## src/rtl/gpr_pkg.sv

```systemverilog
package gpr_pkg;

    // Default geometry of the bank
    localparam int unsigned GPR_COUNT    = 32;
    localparam int unsigned GPR_WIDTH    = 8;
    localparam int unsigned GPR_PTR_BASE = 26;
    localparam int unsigned GPR_PTR_NUM  = 3;

    // Kind of write requested on the write port
    typedef enum logic [1:0] {
        WK_IDLE = 2'd0,
        WK_BYTE = 2'd1,
        WK_PAIR = 2'd2,
        WK_RSVD = 2'd3
    } wr_kind_e;

    // Addressing mode for a pointer-based data access
    typedef enum logic [1:0] {
        PM_NONE    = 2'd0,
        PM_PLAIN   = 2'd1,
        PM_POSTINC = 2'd2,
        PM_PREDEC  = 2'd3
    } ptr_mode_e;

    // Which source feeds a register at the next edge
    typedef enum logic [1:0] {
        SRC_HOLD = 2'd0,
        SRC_BYTE = 2'd1,
        SRC_PAIR = 2'd2,
        SRC_PTR  = 2'd3
    } reg_src_e;

    // Pointer modes that write back an adjusted value
    function automatic logic mode_updates(input ptr_mode_e m);
        return (m == PM_POSTINC) || (m == PM_PREDEC);
    endfunction

    // Write kinds that modify the bank
    function automatic logic kind_writes(input wr_kind_e k);
        return (k == WK_BYTE) || (k == WK_PAIR);
    endfunction

endpackage

```

## src/rtl/gpr_ptr_unit.sv

```systemverilog
module gpr_ptr_unit
    import gpr_pkg::*;
#(
    parameter int unsigned REG_W    = GPR_WIDTH,
    parameter int unsigned NUM_PTRS = GPR_PTR_NUM,
    parameter int unsigned PAIR_W   = 4,
    parameter int unsigned PTR_BASE = GPR_PTR_BASE,
    localparam int unsigned ADDR_W  = 2 * REG_W,
    localparam int unsigned PSEL_W  = (NUM_PTRS > 1) ? $clog2(NUM_PTRS) : 1
) (
    input  logic [2*NUM_PTRS-1:0][REG_W-1:0] ptr_regs,
    input  logic [PSEL_W-1:0]                sel,
    input  ptr_mode_e                        mode,
    output logic [ADDR_W-1:0]                eff_addr,
    output logic                             upd_en,
    output logic [PAIR_W-1:0]                upd_pair,
    output logic [ADDR_W-1:0]                upd_val
);

    localparam int unsigned BASE_PAIR = PTR_BASE / 2;

    logic [ADDR_W-1:0] ptr_vals [NUM_PTRS];
    logic [PSEL_W-1:0] slot;
    logic [ADDR_W-1:0] cur;
    logic [ADDR_W-1:0] cur_inc;
    logic [ADDR_W-1:0] cur_dec;

    // Assemble each pointer from its register pair, low byte even
    for (genvar p = 0; p < NUM_PTRS; p++) begin : g_ptr
        assign ptr_vals[p] = {ptr_regs[2*p+1], ptr_regs[2*p]};
    end

    // Selects beyond the last pointer alias onto the last pointer
    always_comb begin
        if (32'(sel) >= NUM_PTRS) begin
            slot = PSEL_W'(NUM_PTRS - 1);
        end else begin
            slot = sel;
        end
    end

    assign cur     = ptr_vals[slot];
    assign cur_inc = cur + ADDR_W'(1);
    assign cur_dec = cur - ADDR_W'(1);

    always_comb begin
        unique case (mode)
            PM_PLAIN:   eff_addr = cur;
            PM_POSTINC: eff_addr = cur;
            PM_PREDEC:  eff_addr = cur_dec;
            default:    eff_addr = '0;
        endcase
    end

    assign upd_en   = mode_updates(mode);
    assign upd_val  = (mode == PM_PREDEC) ? cur_dec : cur_inc;
    assign upd_pair = PAIR_W'(BASE_PAIR) + PAIR_W'(slot);

endmodule

```

## src/rtl/gpr_wr_merge.sv

```systemverilog
module gpr_wr_merge
    import gpr_pkg::*;
#(
    parameter int unsigned NUM_REGS = GPR_COUNT,
    parameter int unsigned REG_W    = GPR_WIDTH,
    localparam int unsigned IDX_W   = $clog2(NUM_REGS),
    localparam int unsigned PAIR_W  = IDX_W - 1,
    localparam int unsigned ADDR_W  = 2 * REG_W
) (
    input  wr_kind_e                         kind,
    input  logic [IDX_W-1:0]                 idx,
    input  logic [ADDR_W-1:0]                data,
    input  logic                             upd_en,
    input  logic [PAIR_W-1:0]                upd_pair,
    input  logic [ADDR_W-1:0]                upd_val,
    output logic [NUM_REGS-1:0]              we,
    output logic [NUM_REGS-1:0][REG_W-1:0]   wd
);

    for (genvar i = 0; i < NUM_REGS; i++) begin : g_reg
        localparam logic              IS_HI  = (i % 2) == 1;
        localparam logic [PAIR_W-1:0] MY_PAIR = PAIR_W'(i / 2);

        reg_src_e src;
        logic     byte_hit;
        logic     pair_hit;
        logic     ptr_hit;

        assign byte_hit = (kind == WK_BYTE) && (idx == IDX_W'(i));
        assign pair_hit = (kind == WK_PAIR) && (idx[IDX_W-1:1] == MY_PAIR);
        assign ptr_hit  = upd_en && (upd_pair == MY_PAIR);

        // Pointer update outranks both write kinds
        always_comb begin
            if (ptr_hit) begin
                src = SRC_PTR;
            end else if (pair_hit) begin
                src = SRC_PAIR;
            end else if (byte_hit) begin
                src = SRC_BYTE;
            end else begin
                src = SRC_HOLD;
            end
        end

        always_comb begin
            unique case (src)
                SRC_PTR:  wd[i] = IS_HI ? upd_val[ADDR_W-1:REG_W] : upd_val[REG_W-1:0];
                SRC_PAIR: wd[i] = IS_HI ? data[ADDR_W-1:REG_W] : data[REG_W-1:0];
                SRC_BYTE: wd[i] = data[REG_W-1:0];
                default:  wd[i] = '0;
            endcase
        end

        assign we[i] = (src != SRC_HOLD);
    end

endmodule

```

## src/rtl/gpr_storage.sv

```systemverilog
module gpr_storage
    import gpr_pkg::*;
#(
    parameter int unsigned NUM_REGS = GPR_COUNT,
    parameter int unsigned REG_W    = GPR_WIDTH
) (
    input  logic                           clk,
    input  logic                           rst,
    input  logic [NUM_REGS-1:0]            we,
    input  logic [NUM_REGS-1:0][REG_W-1:0] wd,
    output logic [NUM_REGS-1:0][REG_W-1:0] q
);

    logic [REG_W-1:0] cells [NUM_REGS];

    for (genvar i = 0; i < NUM_REGS; i++) begin : g_cell
        always_ff @(posedge clk) begin
            if (rst) begin
                cells[i] <= '0;
            end else if (we[i]) begin
                cells[i] <= wd[i];
            end
        end
        assign q[i] = cells[i];
    end

endmodule

```

## src/rtl/gpr_bank.sv

```systemverilog
module gpr_bank
    import gpr_pkg::*;
#(
    parameter int unsigned NUM_REGS = GPR_COUNT,
    parameter int unsigned REG_W    = GPR_WIDTH,
    parameter int unsigned PTR_BASE = GPR_PTR_BASE,
    parameter int unsigned NUM_PTRS = GPR_PTR_NUM,
    localparam int unsigned IDX_W   = $clog2(NUM_REGS),
    localparam int unsigned PAIR_W  = IDX_W - 1,
    localparam int unsigned ADDR_W  = 2 * REG_W,
    localparam int unsigned PSEL_W  = (NUM_PTRS > 1) ? $clog2(NUM_PTRS) : 1,
    localparam int unsigned PTR_TOP = PTR_BASE + 2 * NUM_PTRS - 1
) (
    input  logic              clk,
    input  logic              rst,
    input  logic [IDX_W-1:0]  rd_a_idx,
    output logic [REG_W-1:0]  rd_a_data,
    input  logic [IDX_W-1:0]  rd_b_idx,
    output logic [REG_W-1:0]  rd_b_data,
    input  logic [PAIR_W-1:0] rd_pair_idx,
    output logic [ADDR_W-1:0] rd_pair_data,
    input  logic [1:0]        wr_kind,
    input  logic [IDX_W-1:0]  wr_idx,
    input  logic [ADDR_W-1:0] wr_data,
    input  logic [PSEL_W-1:0] ptr_sel,
    input  logic [1:0]        ptr_mode,
    output logic [ADDR_W-1:0] eff_addr
);

    logic [NUM_REGS-1:0][REG_W-1:0] regs_q;
    logic [NUM_REGS-1:0][REG_W-1:0] regs_wd;
    logic [NUM_REGS-1:0]            regs_we;
    logic                           upd_en;
    logic [PAIR_W-1:0]              upd_pair;
    logic [ADDR_W-1:0]              upd_val;
    wr_kind_e                       kind;
    ptr_mode_e                      mode;

    assign kind = wr_kind_e'(wr_kind);
    assign mode = ptr_mode_e'(ptr_mode);

    gpr_ptr_unit #(
        .REG_W    (REG_W),
        .NUM_PTRS (NUM_PTRS),
        .PAIR_W   (PAIR_W),
        .PTR_BASE (PTR_BASE)
    ) u_ptr (
        .ptr_regs (regs_q[PTR_TOP:PTR_BASE]),
        .sel      (ptr_sel),
        .mode     (mode),
        .eff_addr (eff_addr),
        .upd_en   (upd_en),
        .upd_pair (upd_pair),
        .upd_val  (upd_val)
    );

    gpr_wr_merge #(
        .NUM_REGS (NUM_REGS),
        .REG_W    (REG_W)
    ) u_merge (
        .kind     (kind),
        .idx      (wr_idx),
        .data     (wr_data),
        .upd_en   (upd_en),
        .upd_pair (upd_pair),
        .upd_val  (upd_val),
        .we       (regs_we),
        .wd       (regs_wd)
    );

    gpr_storage #(
        .NUM_REGS (NUM_REGS),
        .REG_W    (REG_W)
    ) u_store (
        .clk (clk),
        .rst (rst),
        .we  (regs_we),
        .wd  (regs_wd),
        .q   (regs_q)
    );

    // Combinational read ports
    assign rd_a_data    = regs_q[rd_a_idx];
    assign rd_b_data    = regs_q[rd_b_idx];
    assign rd_pair_data = {regs_q[{rd_pair_idx, 1'b1}], regs_q[{rd_pair_idx, 1'b0}]};

endmodule

```

## config.mk

```make
export PLATFORM = sky130hd
export DESIGN_NAME = gpr_bank
export DESIGN_NICKNAME = d
export VERILOG_FILES = /design/src/rtl/gpr_pkg.sv /design/src/rtl/gpr_ptr_unit.sv /design/src/rtl/gpr_wr_merge.sv /design/src/rtl/gpr_storage.sv /design/src/rtl/gpr_bank.sv
export SDC_FILE = /design/constraint.sdc
export NUM_CORES = 1
export LEC_CHECK = 0
export BUFFER_PORTS_ARGS = -buffer_cell sky130_fd_sc_hd__clkbuf_2
export CORE_MARGIN = 2
export CORE_UTILIZATION = 40
export CTS_CLUSTER_DIAMETER = 50
export DETAILED_ROUTE_END_ITERATION = 10
export PLACE_DENSITY = 0.66
export SLEW_MARGIN = 20
export SYNTH_ARGS = -nofsm -noshare
export SYNTH_HDL_FRONTEND = slang
export SYNTH_SLANG_ARGS = --single-unit
```

## constraint.sdc

```tcl
create_clock -name clk -period 3.6 [get_ports clk]
set_clock_uncertainty 0.1 [all_clocks]
set_input_delay 0.36 -clock clk [delete_from_list [all_inputs] [get_ports clk]]
set_output_delay 0.36 -clock clk [all_outputs]
set_load 0.02 [all_outputs]
```

==> results of run 1 <==
-- worst max-delay path by stage --
stage                                from  slack [ns]  cells after the start                   end
floorplan                     rd_b_idx[1]        0.68                      5          rd_b_data[0]
global placement               ptr_sel[1]        0.47                      8  u_store.cells[1][91]
detailed placement             ptr_sel[0]        0.44                     11           eff_addr[8]
CTS                 u_store.cells[1][101]        0.10                      8           eff_addr[9]
global route         u_store.cells[1][80]        0.05                     10           eff_addr[8]
finish              u_store.cells[1][103]        0.20                      8           eff_addr[9]
-- cell usage in the layout (no fill, tap or decap), drive strengths merged, types with 10 or more instances in the layout --
| cell | n |
|---|---|
| xnor2 | 18 |
| buf | 77 |
| clkbuf | 119 |
| and2 | 107 |
| a22oi | 158 |
| inv | 16 |
| mux2i | 19 |
| a21oi | 12 |
| nand3 | 16 |
| nor3 | 17 |
| o21ai | 14 |
| clkinv | 12 |
| mux2 | 22 |
| mux4 | 240 |
| o22ai | 29 |
| edfxtp | 256 |
| ha | 21 |
| nand2b | 15 |
| xor2 | 10 |
| or3 | 21 |
| nor2 | 179 |
| nand2 | 43 |
-- routing by layer --
metal / track usage (%) / up-vias / part of all wire [%]
met5: 0 / - / 0.057
met2: 39.95 / 1168 / 43
met1: 38.57 / 7354 / 37
met4: 13.60 / 6 / 5.5
met3: 8.055 / 200 / 14
li1: - / 5874 / -
-- cell families after synthesis --
logic type               after synthesis  share of synthesized area, %
AND/OR/NAND/NOR                      440                         11.85
multiplexers                         281                         31.32
flip-flops                           256                         40.98
AO/OA/AOI/OAI                        243                         9.399
buffers and inverters                169                         3.736
XOR/XNOR                              28                         1.307
adder cells (fa/ha/maj)               21                         1.401
-- worst max-delay path, cell delays in order, from the launching register on --
cell,delay [ns]
edfxtp_1,0.46
mux2_2,0.32
mux2i_4,0.28
and3_1,0.40
nand3_1,0.20
nor2_1,0.15
xor2_1,0.08
o22ai_1,0.23
clkbuf_2,0.23
-- power groups by stage --
stage | registers [W] | clock network [W] | logic [W]
after floorplan | 0.00361 | 0 | 0.00124
after global placement | 0.00371 | 0 | 0.00175
after detailed placement | 0.00373 | 0 | 0.00177
after CTS | 0.00366 | 0.00318 | 0.00178
after global routing | 0.00369 | 0.00329 | 0.00188
final | 0.00368 | 0.00319 | 0.00180
-- per-stage QoR --
| step | area, um2 | hold WS (ns) | setup WS [ns] |
|---|---|---|---|
| 5_1_grt | 20980 | 0.2142 | 0.04717 |
| 3_3_place_gp | 19970 | 0.7913 | 0.4748 |
| 6_report | 20980 | 0.1846 | 0.2036 |
| 3_5_place_dp | 19970 | 0.7935 | 0.4393 |
| 4_1_cts | 20980 | 0.1828 | 0.1045 |
| 2_1_floorplan | 18760 | 0.5400 | 0.6758 |
-- cell type report --
type                            instances  area (um2)
Clock buffer                           36       794.5
Inverter                               14       52.55
Multi-Input combinational cell       1013       10370
Sequential cell                       256        7687
Tap cell                              607       759.5
Clock inverter                         19       217.7
Fill cell                            4064       25480
Timing Repair Buffer                  160        1099
==> flow_metrics.py, run 1 <==
metrics = {
    "outcome": {
        "outcome": "completed",
    },
    "clock_network": {
        "cts_tree": "built",
        "clock-sinks": 256,
        "clk_latency_ns": 0.59,
        "htree_levels": 1,
        "cts_hold_buffers": 0,
        "cts_buffers": 31,
        "clock_tree.root_cell": "clkbuf_16",
        "cts_max_path_buffers": 3,
        "clk_pin_slew_ns": 0.06,
        "post-cts-setup-buffer-count": 0,
        "ctsResizeCount": 0,
    },
    "floorplanning": {
        "coreArea_um2": 46460,
        "start_util_pct": 40.37,
        "die_y_um": 220.5,
        "die_area_um2": 48640,
        "fp.dieW_um": 220.5,
        "io_pins": 91,
        "rows": 79,
    },
    "power_and_ir_drop": {
        "total_power_w": 0.008672,
        "p_comb_share_pct": 20.8,
        "intPower_w": 0.006114,
        "p_seq_share_pct": 42.4,
        "power.switching_w": 0.002558,
        "p_leak_nw": 6.957,
        "p_per_area_nw_per_um2": 413.3,
        "switching_share_pct": 29.50,
        "vdd_drop_max_uv": 354.1,
        "clkPwrFrac_pct": 36.8,
    },
    "min_path": {
        "worstHoldStart": "rst",
        "min_to": "u_store.cells[0][110]",
        "min_path_cells": 2,
        "hold_class": "in -> reg",
    },
    "sta": {
        "final-max-slew-violation-count": 0,
        "fmax_mhz": 294.4,
        "max_slew_margin_pct": 29.23,
        "fin_setup_tns_ns": 0,
        "worstMarginPinSlew_ns": 1.062,
        "period_minus_slack_ns": 3.396,
        "setup_viol": 0,
        "rsz0062_at_grt": "no",
        "final_hold_viol_count": 0,
        "finalCritPeriodShare_pct": 94.34,
    },
    "placement": {
        "io_buffers": 90,
        "place_inst": 2050,
        "place.gp.congestion": 0.9355,
        "hpwl_um": 47890,
    },
    "routing": {
        "drt_wl_total_um": 66870,
        "via_per_inst": 6.937,
        "drtAntennaViolNets": 0,
        "first_pass_iters": 6,
        "drt_drc_violations_left": 0,
        "drt_iter0_drc": 2325,
        "routed-via-count": 14600,
        "wl_per_cell_um": 31.77,
    },
    "final_layout": {
        "reg.largest.list": "u_store.cells: 256 flops",
        "instances_no_fill": 2105,
        "top_register": "u_store.cells",
        "layout-drive-gt1-share_pct": 32.98,
        "antenna_cells_inserted": 0,
        "nNetsFinal": 1540,
        "final_core_util_pct": 45.16,
        "syn_to_final_growth_pct": 11.85,
        "largest_reg_flops": 256,
    },
    "setup_path": {
        "crit_arrival_ns": 2.94,
        "r2r_start": "u_store.cells[1][98]",
        "critPathRequiredTime_ns": 3.14,
        "reg2reg_to": "u_store.cells[1][91]",
        "end_kind": "output pin",
        "crit_fanout": 10,
        "rrSetupSlack_ns": 0.72,
        "worstSetupStartpointType": "flop",
        "r2r_cells": 7,
        "criticalPathCategory": "reg -> out",
    },
    "global_routing": {
        "first_global_vias": 14040,
        "grt_max_degree": 65,
        "antenna_found_initial": 4,
        "track_usage_pct": 27.77,
        "grt_pass1_wl_um": 97180,
        "grt_overflow_total": 0,
    },
    "logic_synthesis": {
        "netlist_instances": 1438,
        "synth_area_um2": 18760,
        "synth.net_count": 1502,
        "synth_edf_count": 256,
        "ys_seq_area_share_pct": 40.98,
        "synth.top_cell.area_share_pct": 40.98,
        "yosysWarnings": 0,
        "synth_area_leaders": "edfxtp_1 (41%), mux4_2 (29%), a22oi_1 (6.3%), nor2_1 (3.6%), and2_1 (3.5%)",
        "yosysMostFrequentCell": "edfxtp_1",
        "synth-async-reset-ratio_pct": 0,
        "synth_seq_cells": 256,
        "synth_top_flop_cell": "edfxtp_1",
        "yosys.area.top_type": "edfxtp_1",
        "synthTopCellsByCount": "edfxtp_1 (256), mux4_2 (240), nor2_1 (179), a22oi_1 (158), and2_1 (106)",
        "syn_area_per_cell_um2": 13.04,
        "synth_cell_types": 63,
    },
    "flow_run": {
        "max_cap_viol_count": 0,
    },
}
Power figures use the tool's default switching activity.
==> run 2: changes to the inputs <==
--- a/config.mk
+++ b/config.mk
@@ -6,6 +6,7 @@
 export NUM_CORES = 1
 export LEC_CHECK = 0
 export BUFFER_PORTS_ARGS = -buffer_cell sky130_fd_sc_hd__clkbuf_2
+export CORE_ASPECT_RATIO = 0.75
 export CORE_MARGIN = 2
 export CORE_UTILIZATION = 40
 export CTS_CLUSTER_DIAMETER = 50
==> run 2 against run 1 <==
  * Sequential cell count unchanged
  * Utilization grew 0.55 points
  * Global-route usage grew 0.93 points
  * Final area increased by 0.47%
  * Sequential power is essentially flat
  * Maximum frequency is 1.2% lower
  * Critical path depth up 2
  * Via count is 1.9% higher
  * Register-to-register slack worse by 0.31 ns
  * Sequential share of layout area down 0.17 points
  * Clock power up 9.1%
==> flow_metrics.py, run 2 (synthesis results as in run 1) <==
metrics = {
    "outcome": {
        "outcome": "completed",
    },
    "floorplanning": {
        "start_util_pct": 40.67,
        "rows": 68,
        "die_y_um": 191.5,
        "coreArea_um2": 46110,
        "fp.dieW_um": 254.0,
        "die_area_um2": 48660,
        "io_pins": 91,
    },
    "setup_path": {
        "worstSetupStartpointType": "flop",
        "startpoint": "u_store.cells[1][97]",
        "critPathRequiredTime_ns": 3.14,
        "end_kind": "output pin",
        "criticalPathCategory": "reg -> out",
        "crit_fanout": 7,
        "r2r_start": "u_store.cells[1][98]",
        "crit_arrival_ns": 2.98,
    },
    "final_layout": {
        "top_register": "u_store.cells",
        "syn_to_final_growth_pct": 12.38,
        "layout.cells.most_common": "edfxtp_1",
        "nNetsFinal": 1534,
        "layout_common_cells": "edfxtp_1 (256), mux4_2 (240), nor2_1 (179), a22oi_1 (158), and2_1 (106)",
        "fin_area_um2": 21080,
        "instances_no_fill": 2127,
        "largest_reg_flops": 256,
        "reg.largest.list": "u_store.cells: 256 flops",
        "layout-drive-gt1-share_pct": 32.78,
    },
    "placement": {
        "io_buffers": 90,
        "place.gp.congestion": 1.010,
        "pre_cts_ws_ns": 0.3178,
        "hpwl_um": 50210,
        "place_area_um2": 19920,
        "place_inst": 2064,
    },
    "routing": {
        "first_pass_iters": 8,
        "drt_iter0_drc": 2664,
        "drtAntennaViolNets": 0,
        "drt_wl_total_um": 69570,
        "drt_drc_violations_left": 0,
        "via_per_inst": 6.995,
        "wl_per_cell_um": 32.71,
        "routed-via-count": 14880,
    },
    "clock_network": {
        "cts_max_path_buffers": 3,
        "clock-sinks": 256,
        "clk_latency_ns": 0.53,
        "clock_tree.root_cell": "clkbuf_16",
        "cts_buffers": 34,
        "clk_pin_slew_ns": 0.06,
        "cts_tree": "built",
        "post-cts-setup-buffer-count": 0,
        "htree_levels": 2,
        "ctsResizeCount": 0,
        "cts_hold_buffers": 0,
    },
    "sta": {
        "final_hold_viol_count": 0,
        "fin_setup_tns_ns": 0,
        "rsz0062_at_grt": "no",
        "period_minus_slack_ns": 3.437,
        "setup_ws_ns": 0.1626,
        "max_slew_margin_pct": 25.36,
        "fmax_mhz": 290.9,
        "worstMarginPinSlew_ns": 1.120,
        "setup_viol": 0,
        "finalCritPeriodShare_pct": 95.48,
        "final-max-slew-violation-count": 0,
    },
    "power_and_ir_drop": {
        "p_seq_share_pct": 41.1,
        "p_comb_share_pct": 20.4,
        "intPower_w": 0.006345,
        "clkPwrFrac_pct": 38.5,
        "total_power_w": 0.009034,
        "p_leak_nw": 6.946,
        "switching_share_pct": 29.77,
        "p_per_area_nw_per_um2": 428.6,
        "power.switching_w": 0.002690,
        "vdd_drop_max_uv": 276.0,
    },
    "global_routing": {
        "first_global_vias": 13980,
        "grt_overflow_total": 0,
        "grt_max_degree": 76,
        "antenna_found_initial": 5,
        "grt_pass1_wl_um": 100100,
        "track_usage_pct": 28.70,
    },
    "flow_run": {
        "max_cap_viol_count": 0,
    },
    "min_path": {
        "worstHoldStart": "rst",
        "hold_class": "in -> reg",
    },
}
[run 2: per-layer routing]
metal / vias up / track usage, % / wire length [um]
met5: - / 0 / 39
met4: 6 / 9.570 / 2627
met3: 180 / 13.86 / 13030
met2: 1353 / 37.52 / 27460
met1: 7474 / 41.13 / 26410
li1: 5865 / - / -
[run 2: area by class of cell]
| type | instances | area (um2) |
|---|---|---|
| diodes | 2 | 5.005 |
| fillers | 4083 | 25040 |
| inverters | 14 | 52.55 |
| flip-flops and latches | 256 | 7687 |
| repair buffers | 151 | 1023 |
| clock buffers | 39 | 933.4 |
| clock inverters | 22 | 215.2 |
| multi-input cells | 1013 | 10370 |
| well taps | 630 | 788.3 |
[run 2: critical path, stage by stage (launching register included)]
cell	delay, ns
edfxtp_1	0.50
mux2i_1	0.24
a21o_2	0.18
ha_1	0.17
inv_1	0.11
nor4_4	0.50
nand2_1	0.19
xnor2_1	0.19
a22oi_1	0.08
nor2_1	0.12
clkbuf_2	0.17
[run 2: worst paths after layout]
check / end / slack, ns / depth (start not counted)
worst max-delay path: eff_addr[8] / 0.16 / 10
worst min-delay path: u_store.cells[1][79] / 0.15 / 2
worst max register to register: u_store.cells[1][93] / 0.41 / 7
worst min register to register: u_store.cells[1][80] / 0.92 / 4
[run 2: stage by stage]
stage / util [%] / hold WS [ns]
finish: 45.71 / 0.1482
global route: 45.70 / 0.1458
CTS: 45.69 / 0.1317
detailed placement: 43.20 / 0.6684
global placement: 43.20 / 0.6629
floorplan: - / 0.5400
[run 2: power by group through the flow]
stage / clock network (W) / logic, W / registers, W
after floorplan: 0 / 0.00124 / 0.00361
after global placement: 0 / 0.00177 / 0.00373
after detailed placement: 0 / 0.00179 / 0.00374
after CTS: 0.00349 / 0.00179 / 0.00368
after global routing: 0.00360 / 0.00190 / 0.00371
final: 0.00348 / 0.00184 / 0.00371
